<file path="config.mk">
export PLATFORM = sky130hd
export DESIGN_NAME = sweep_sequencer
export DESIGN_NICKNAME = d
export VERILOG_FILES = /design/src/rtl/sweep_seq_pkg.sv /design/src/rtl/sweep_ctrl_reg.sv /design/src/rtl/sweep_phase_gen.sv /design/src/rtl/sweep_fsm.sv /design/src/rtl/sweep_sequencer.sv
export SDC_FILE = /design/constraint.sdc
export NUM_CORES = 1
export LEC_CHECK = 0
export BUFFER_PORTS_ARGS = -buffer_cell sky130_fd_sc_hd__buf_2
export CAP_MARGIN = 20
export CORE_MARGIN = 3
export CORE_UTILIZATION = 38
export DETAILED_ROUTE_END_ITERATION = 7
export GPL_TIMING_DRIVEN = 1
export PLACE_DENSITY = 0.76
export SYNTH_ARGS = -nofsm -noshare
export SYNTH_HDL_FRONTEND = slang
export SYNTH_SLANG_ARGS = --single-unit
</file>
<file path="constraint.sdc">
create_clock -name clk -period 2 [get_ports clk]
set_input_delay 0.2 -clock clk [delete_from_list [all_inputs] [get_ports clk]]
set_output_delay 0.2 -clock clk [all_outputs]
set_load 0.01 [all_outputs]
</file>
<file path="src/rtl/sweep_seq_pkg.sv">
package sweep_seq_pkg;
  localparam int POINT_W = 12;
  localparam int STAGE_W = 3;
  localparam int MOD_W   = 12;
  localparam int CFG_W   = 96;
  localparam int TAG_W   = STAGE_W + POINT_W + 1;

  typedef enum logic [1:0] {S_IDLE, S_LOAD, S_CAPT, S_RUN} seq_state_t;

  // Offset for the second pass: half the modulus, rounded down.
  function automatic logic [MOD_W-1:0] half_modulus(input logic [MOD_W-1:0] m);
    return m >> 1;
  endfunction

  // A stage count of zero runs one stage.
  function automatic logic [STAGE_W-1:0] stages_eff(input logic [STAGE_W-1:0] n);
    return (n == '0) ? STAGE_W'(1) : n;
  endfunction

  function automatic logic [TAG_W-1:0] pack_tag(input logic [STAGE_W-1:0] st,
                                                input logic [POINT_W-1:0] pt,
                                                input logic ph);
    return {st, pt, ph};
  endfunction
endpackage

</file>
<file path="src/rtl/sweep_ctrl_reg.sv">
module sweep_ctrl_reg #(
  parameter int AW = 4,
  parameter int DW = 16,
  parameter int CTRL_ADDR = 6,
  parameter int CHOP_BIT = 11
) (
  input  logic          clk,
  input  logic          rst_n,
  input  logic          wr_en,
  input  logic [AW-1:0] wr_addr,
  input  logic [DW-1:0] wr_data,
  output logic          chop_en_o
);
  logic hit;
  assign hit = wr_en && (wr_addr == AW'(CTRL_ADDR));

  always_ff @(posedge clk) begin
    if (!rst_n)   chop_en_o <= 1'b0;
    else if (hit) chop_en_o <= wr_data[CHOP_BIT];
  end

  // only a write to the control address may change the enable
  p_reg_hold_r1: assert property (@(posedge clk) disable iff (!rst_n)
    !hit |=> $stable(chop_en_o));
endmodule

</file>
<file path="src/rtl/sweep_phase_gen.sv">
module sweep_phase_gen
  import sweep_seq_pkg::*;
(
  input  logic [MOD_W-1:0] modulus_i,
  input  logic             chop_phase_i,
  output logic [MOD_W-1:0] phase_o
);
  always_comb phase_o = chop_phase_i ? half_modulus(modulus_i) : '0;
endmodule

</file>
<file path="src/rtl/sweep_fsm.sv">
module sweep_fsm
  import sweep_seq_pkg::*;
#(
  parameter int MOD_LSB = 0
) (
  input  logic               clk,
  input  logic               rst_n,
  input  logic               start_i,
  input  logic [POINT_W-1:0] last_point_i,
  input  logic [STAGE_W-1:0] num_stages_i,
  input  logic               chop_en_i,
  input  logic               stage_done_i,
  output logic               cfg_rd_o,
  output logic [POINT_W-1:0] cfg_addr_o,
  input  logic [CFG_W-1:0]   cfg_data_i,
  output logic [MOD_W-1:0]   modulus_o,
  output logic               chop_phase_o,
  output logic               busy_o,
  output logic               tag_valid_o,
  output logic [TAG_W-1:0]   tag_o,
  output logic               done_o,
  output logic               ev_stage_accept,
  output logic               ev_pass_flip,
  output logic               ev_point_end
);
  seq_state_t         state_q;
  logic [POINT_W-1:0] point_q, lastp_q;
  logic [STAGE_W-1:0] stage_q, stages_q;
  logic               chop_q, phase_q;
  logic [MOD_W-1:0]   mod_q;
  logic               last_stage, sweep_end;

  wire unused_cfg_bits = ^cfg_data_i;

  assign last_stage      = (stage_q == stages_q - STAGE_W'(1));
  assign ev_stage_accept = (state_q == S_RUN) && stage_done_i;
  assign ev_pass_flip    = ev_stage_accept && last_stage && chop_q && !phase_q;
  assign ev_point_end    = ev_stage_accept && last_stage && !ev_pass_flip;
  assign sweep_end       = ev_point_end && (point_q == lastp_q);

  assign cfg_rd_o     = (state_q == S_LOAD);
  assign cfg_addr_o   = point_q;
  assign busy_o       = (state_q == S_RUN);
  assign modulus_o    = mod_q;
  assign chop_phase_o = phase_q;

  always_ff @(posedge clk) begin
    if (!rst_n) begin
      state_q     <= S_IDLE;
      point_q     <= '0;
      lastp_q     <= '0;
      stage_q     <= '0;
      stages_q    <= STAGE_W'(1);
      chop_q      <= 1'b0;
      phase_q     <= 1'b0;
      mod_q       <= '0;
      tag_valid_o <= 1'b0;
      tag_o       <= '0;
      done_o      <= 1'b0;
    end else begin
      tag_valid_o <= ev_stage_accept;
      done_o      <= sweep_end;
      if (ev_stage_accept) tag_o <= pack_tag(stage_q, point_q, phase_q);
      unique case (state_q)
        S_IDLE: if (start_i) begin
          point_q  <= '0;
          lastp_q  <= last_point_i;
          stages_q <= stages_eff(num_stages_i);
          state_q  <= S_LOAD;
        end
        S_LOAD: begin
          chop_q  <= chop_en_i;
          phase_q <= 1'b0;
          stage_q <= '0;
          state_q <= S_CAPT;
        end
        S_CAPT: begin
          mod_q   <= cfg_data_i[MOD_LSB +: MOD_W];
          state_q <= S_RUN;
        end
        S_RUN: if (ev_stage_accept) begin
          if (!last_stage) begin
            stage_q <= stage_q + STAGE_W'(1);
          end else if (ev_pass_flip) begin
            phase_q <= 1'b1;
            stage_q <= '0;
          end else if (sweep_end) begin
            phase_q <= 1'b0;
            state_q <= S_IDLE;
          end else begin
            point_q <= point_q + POINT_W'(1);
            state_q <= S_LOAD;
          end
        end
        default: state_q <= S_IDLE;
      endcase
    end
  end

  // the read lasts one cycle and is followed by the capture cycle
  p_read_one_cycle_r2: assert property (@(posedge clk) disable iff (!rst_n)
    cfg_rd_o |=> !cfg_rd_o && !busy_o);
  // the stage index stays below the latched stage count
  p_stage_bound_r3: assert property (@(posedge clk) disable iff (!rst_n)
    busy_o |-> stage_q < stages_q);
  // pass 1 exists only for points that latched the enable
  p_pass_needs_chop_r7: assert property (@(posedge clk) disable iff (!rst_n)
    phase_q |-> chop_q);
  // a pass flip restarts the stages of the same point in pass 1
  p_flip_restart_r5: assert property (@(posedge clk) disable iff (!rst_n)
    ev_pass_flip |=> busy_o && phase_q && stage_q == '0 && $stable(point_q));
  // done comes with a tag, and the block is idle by then
  p_done_with_tag_r9: assert property (@(posedge clk) disable iff (!rst_n)
    done_o |-> tag_valid_o && !busy_o && !cfg_rd_o);
  // a tag never appears without an accepted stage one cycle earlier
  p_tag_source_r4: assert property (@(posedge clk) disable iff (!rst_n)
    $rose(tag_valid_o) |-> $past(busy_o));
endmodule

</file>
<file path="src/rtl/sweep_sequencer.sv">
module sweep_sequencer
  import sweep_seq_pkg::*;
#(
  parameter int REG_AW = 4,
  parameter int REG_DW = 16,
  parameter int CTRL_ADDR = 6,
  parameter int CHOP_BIT = 11,
  parameter int MOD_LSB = 0
) (
  input  logic               clk,
  input  logic               rst_n,
  input  logic               reg_wr_en,
  input  logic [REG_AW-1:0]  reg_wr_addr,
  input  logic [REG_DW-1:0]  reg_wr_data,
  input  logic               sweep_start,
  input  logic [POINT_W-1:0] sweep_last_point,
  input  logic [STAGE_W-1:0] stage_count,
  output logic               cfg_rd_en,
  output logic [POINT_W-1:0] cfg_rd_addr,
  input  logic [CFG_W-1:0]   cfg_rd_data,
  output logic [MOD_W-1:0]   src_modulus,
  output logic [MOD_W-1:0]   src_phase,
  output logic               chop_phase,
  output logic               stage_busy,
  input  logic               stage_done,
  output logic               tag_valid,
  output logic [TAG_W-1:0]   tag,
  output logic               sweep_done
);
  logic chop_en;
  logic ev_stage_accept, ev_pass_flip, ev_point_end;

  sweep_ctrl_reg #(.AW(REG_AW), .DW(REG_DW), .CTRL_ADDR(CTRL_ADDR), .CHOP_BIT(CHOP_BIT)) u_reg (
    .clk(clk), .rst_n(rst_n), .wr_en(reg_wr_en), .wr_addr(reg_wr_addr),
    .wr_data(reg_wr_data), .chop_en_o(chop_en));

  sweep_fsm #(.MOD_LSB(MOD_LSB)) u_fsm (
    .clk(clk), .rst_n(rst_n), .start_i(sweep_start), .last_point_i(sweep_last_point),
    .num_stages_i(stage_count), .chop_en_i(chop_en), .stage_done_i(stage_done),
    .cfg_rd_o(cfg_rd_en), .cfg_addr_o(cfg_rd_addr), .cfg_data_i(cfg_rd_data),
    .modulus_o(src_modulus), .chop_phase_o(chop_phase), .busy_o(stage_busy),
    .tag_valid_o(tag_valid), .tag_o(tag), .done_o(sweep_done),
    .ev_stage_accept(ev_stage_accept), .ev_pass_flip(ev_pass_flip),
    .ev_point_end(ev_point_end));

  sweep_phase_gen u_phase (
    .modulus_i(src_modulus), .chop_phase_i(chop_phase), .phase_o(src_phase));

  // pass 0 drives phase zero, and a phase never exceeds the modulus
  p_phase_zero_r6: assert property (@(posedge clk) disable iff (!rst_n)
    stage_busy && !chop_phase |-> src_phase == '0);
  p_phase_le_mod_r6: assert property (@(posedge clk) disable iff (!rst_n)
    stage_busy |-> src_phase <= src_modulus);
  // a point ends either in a new read or in the end of the sweep
  p_point_end_next_r9: assert property (@(posedge clk) disable iff (!rst_n)
    ev_point_end |=> cfg_rd_en || sweep_done);
  // stages are accepted only while busy
  p_accept_busy_r3: assert property (@(posedge clk) disable iff (!rst_n)
    ev_stage_accept |-> stage_busy);
endmodule

</file>
==> run_results.csv <==
group,metric,value,unit
status,status,"finished with violations",
status,failed_checks,"setup timing",
global_route,grt_pass1_vias,2529,
route,drc,0,
cells_and_area,fin_area,4019,um2
worst_setup_path,start_kind,"flop",
worst_setup_path,critPathMaxFanout,3,
yosys,yosysWarnings,0,
sta,rsz0062_at_grt,"yes",
die,die_area,8878,um2
placed_design,place_hpwl,5759,um
route,detail_route.first_pass.iterations,4,
clock_network,cts_buffers,9,
global_route,antenna_found_initial,0,
clock_network,cts-htree-levels,3,
die,ios,193,
route,wire_per_inst,13.68,um
cells_and_area,layout_common_cells,"92 x buf_2, 71 x nand2_1, 61 x dfxtp_1",
yosys,synth_nets,494,
route,wirelength,7850,um
route,ant_nets,0,
placed_design,place_area,3744,um2
worst_setup_path,critPathArrivalTime,2.29,ns
sta,period_needed,2.018,ns
placed_design,dpl_worst_slack,-0.08159,ns
sta,hold_ws,0.1014,ns
clock_network,cts-root-buf,"clkbuf_8",
yosys,yosysTopAreaCell,"dfxtp_1",
sta,worst_pin_slew,0.5224,ns
sta,finalHoldViolCount,0,
min_path,hold_path.class,"in -> reg",
yosys,synth_top_flop_cell,"dfxtp_1",
yosys,synth_top_cells_by_area,"dfxtp_1 44%, nand2_1 9.1%, a21oi_1 5.8%",
worst_setup_path,required,2.27,ns
sta,fin_ws,-0.01849,ns
route,post_drt_via_cell_ratio,4.875,
yosys,synth_top_area_share,0.4399,
flow_run,cap_violations,0,
worst_setup_path,critPathKind,"reg -> reg",
clock_network,clock_path_buffers,2,
worst_setup_path,reg2reg_slack,-0.02,ns
clock_network,cts_sinks,65,
cells_and_area,nets,613,
die,num_rows,31,
cells_and_area,area_growth,35.87,%
clock_network,clkTransAtPathRegs,0.07,ns
clock_network,cts_tree,"yes",
yosys,ys_seq_elements,65,
power_and_ir_drop,p_total,3.936,mW
die,coreArea,7408,um2
yosys,syn-cell-area,2958,um2
sta,max_slew_margin,0.6517,
global_route,grt_use_total,0.1774,
cells_and_area,drive_gt1_frac,0.3474,
worst_setup_path,cp-end-kind,"flop",
power_and_ir_drop,p_leak,1.824,nW
global_route,grt_first_pass_wirelength,12250,um
yosys,syn_area_per_cell,8.427,um2
route,drtIter0Drc,178,
cells_and_area,final_common_cell,"buf_2",
yosys,synth_edf_count,0,
die,fp.dieH,94.23,um
yosys,synth.distinct_cells,43,
sta,clock.fmax,0.4954,GHz
sta,final_max_slew_viol_count,0,
placed_design,io_buffer_count,92,
route,vias,2798,
sta,period_share,1.009,
global_route,grt_max_degree,32,
sta,fin_skew,0.007433,ns
cells_and_area,num_antenna_cells,0,
placed_design,gp_congestion,0.8282,
clock_network,clock_latency,0.34,ns
power_and_ir_drop,powerDensity,979.3,nW/um2
die,start_util,0.3993,
sta,setup_violations,2,
die,die_x,94.23,um
yosys,ys_seq_area_frac,0.4399,
global_route,grt-ovfl-total,0,
yosys,synth-async-reset-ratio,0,
power_and_ir_drop,ir_worst_vdd,455.9,uV
yosys,syn_inst,351,
state kept, by name (all words and copies together), names as in the netlist:
name                flops
u_fsm.tag_o            16
u_fsm.cfg_addr_o       12
u_fsm.lastp_q          12
u_fsm.modulus_o        12
u_fsm.stage_q           3
u_fsm.stages_q          3
u_fsm.state_q           2
u_fsm.chop_phase_o      1
u_fsm.chop_q            1
u_fsm.done_o            1
u_fsm.tag_valid_o       1
u_reg.chop_en_o         1
worst paths after layout:
| kind | startpoint | endpoint | cells past startpoint |
|---|---|---|---|
| worst max-delay path | u_fsm.stages_q[1] | u_fsm.cfg_addr_o[5] | 9 |
| worst min-delay path | cfg_rd_data[7] | u_fsm.modulus_o[7] | 3 |
| worst max register to register | u_fsm.stages_q[1] | u_fsm.cfg_addr_o[5] | 9 |
| worst min register to register | u_fsm.tag_o[12] | u_fsm.tag_o[12] | 2 |
layer usage:
layer  vias up  track usage  wire length, um  part of all wire
li1       1418            -                -                 -
met1      1274       0.2541             3799              0.48
met2       102       0.2465             3374              0.43
met3         4      0.04808              613             0.078
met4         0      0.07702               63            0.0080
met5         -            0                0                 0
synthesized netlist by cell type (2+ instances only):
library cell  instances
xor2_1               13
nor2b_1              11
ha_1                  7
dfxtp_1              65
nor4_1                2
clkbuf_1             15
nand4_1               2
and3_1                4
o211ai_1              4
buf_1                 3
o31ai_1               2
buf_2                 3
nand3b_1              4
inv_1                 7
o22ai_1               6
a21oi_1              34
nor3_1                2
nand2_1              72
or3b_2                3
or4_1                 2
a21boi_0              6
and2_1               14
mux2i_1              16
o21ai_0              10
nand3_1               8
nor2_1               18
nand2b_1              2
worst max-delay path, stage by stage, from the launching register on:
cell and delay, ns:
dfxtp_2 0.32, inv_1 0.06, ha_4 0.28, xor2_4 0.18, nand4_4 0.11, o22ai_4 0.16, o2111ai_4 0.15, buf_4 0.17
or4_1 0.45, o21ai_1 0.08
cells by family (layout without fill, tap and decap cells):
group	count (synthesis)	in the layout	share of synthesized area
buffers and inverters	29	153	0.03934
adders and majority gates	7	7	0.02961
other	1	1	0.001268
and+or+nand+nor	150	150	0.2496
xor gates and xnor gates	15	15	0.05203
DFF	65	65	0.4399
AOI/OAI and AO/OA	68	68	0.1341
muxes	16	16	0.05414
power by group:
part | total (mW) | internal (mW) | switching (mW)
Combinational | 1.41 | 0.658 | 0.750
Clock | 1.00 | 0.515 | 0.487
Sequential | 1.53 | 1.42 | 0.103
what timing repair did:
action,in CTS,in global routing
gates cloned,0,0
hold buffers,0,0
setup buffers,4,0
pin swaps,2,0
setup endpoints to repair,3,14
gates resized for setup,5,8
metrics by stage:
step	setup TNS, ns	util	instances
final	-0.02240	0.5425	574
after detailed placement	-0.1897	0.5053	554
after global routing	-0.9298	0.5425	574
after CTS	-0.007150	0.5379	574
after global placement	-0.1326	0.5053	554
after floorplan	0	-	351
area by class of cell:
class	instances	area [um2]
fill	710	3390
multi-input combinational	257	1622
tap	99	123.9
sequential	65	1306
timing repair buffer	130	758.2
inverter	7	26.28
clock inverter	4	27.53
clock buffer	12	155.1
Note: power is estimated with default switching activity, not from simulation.
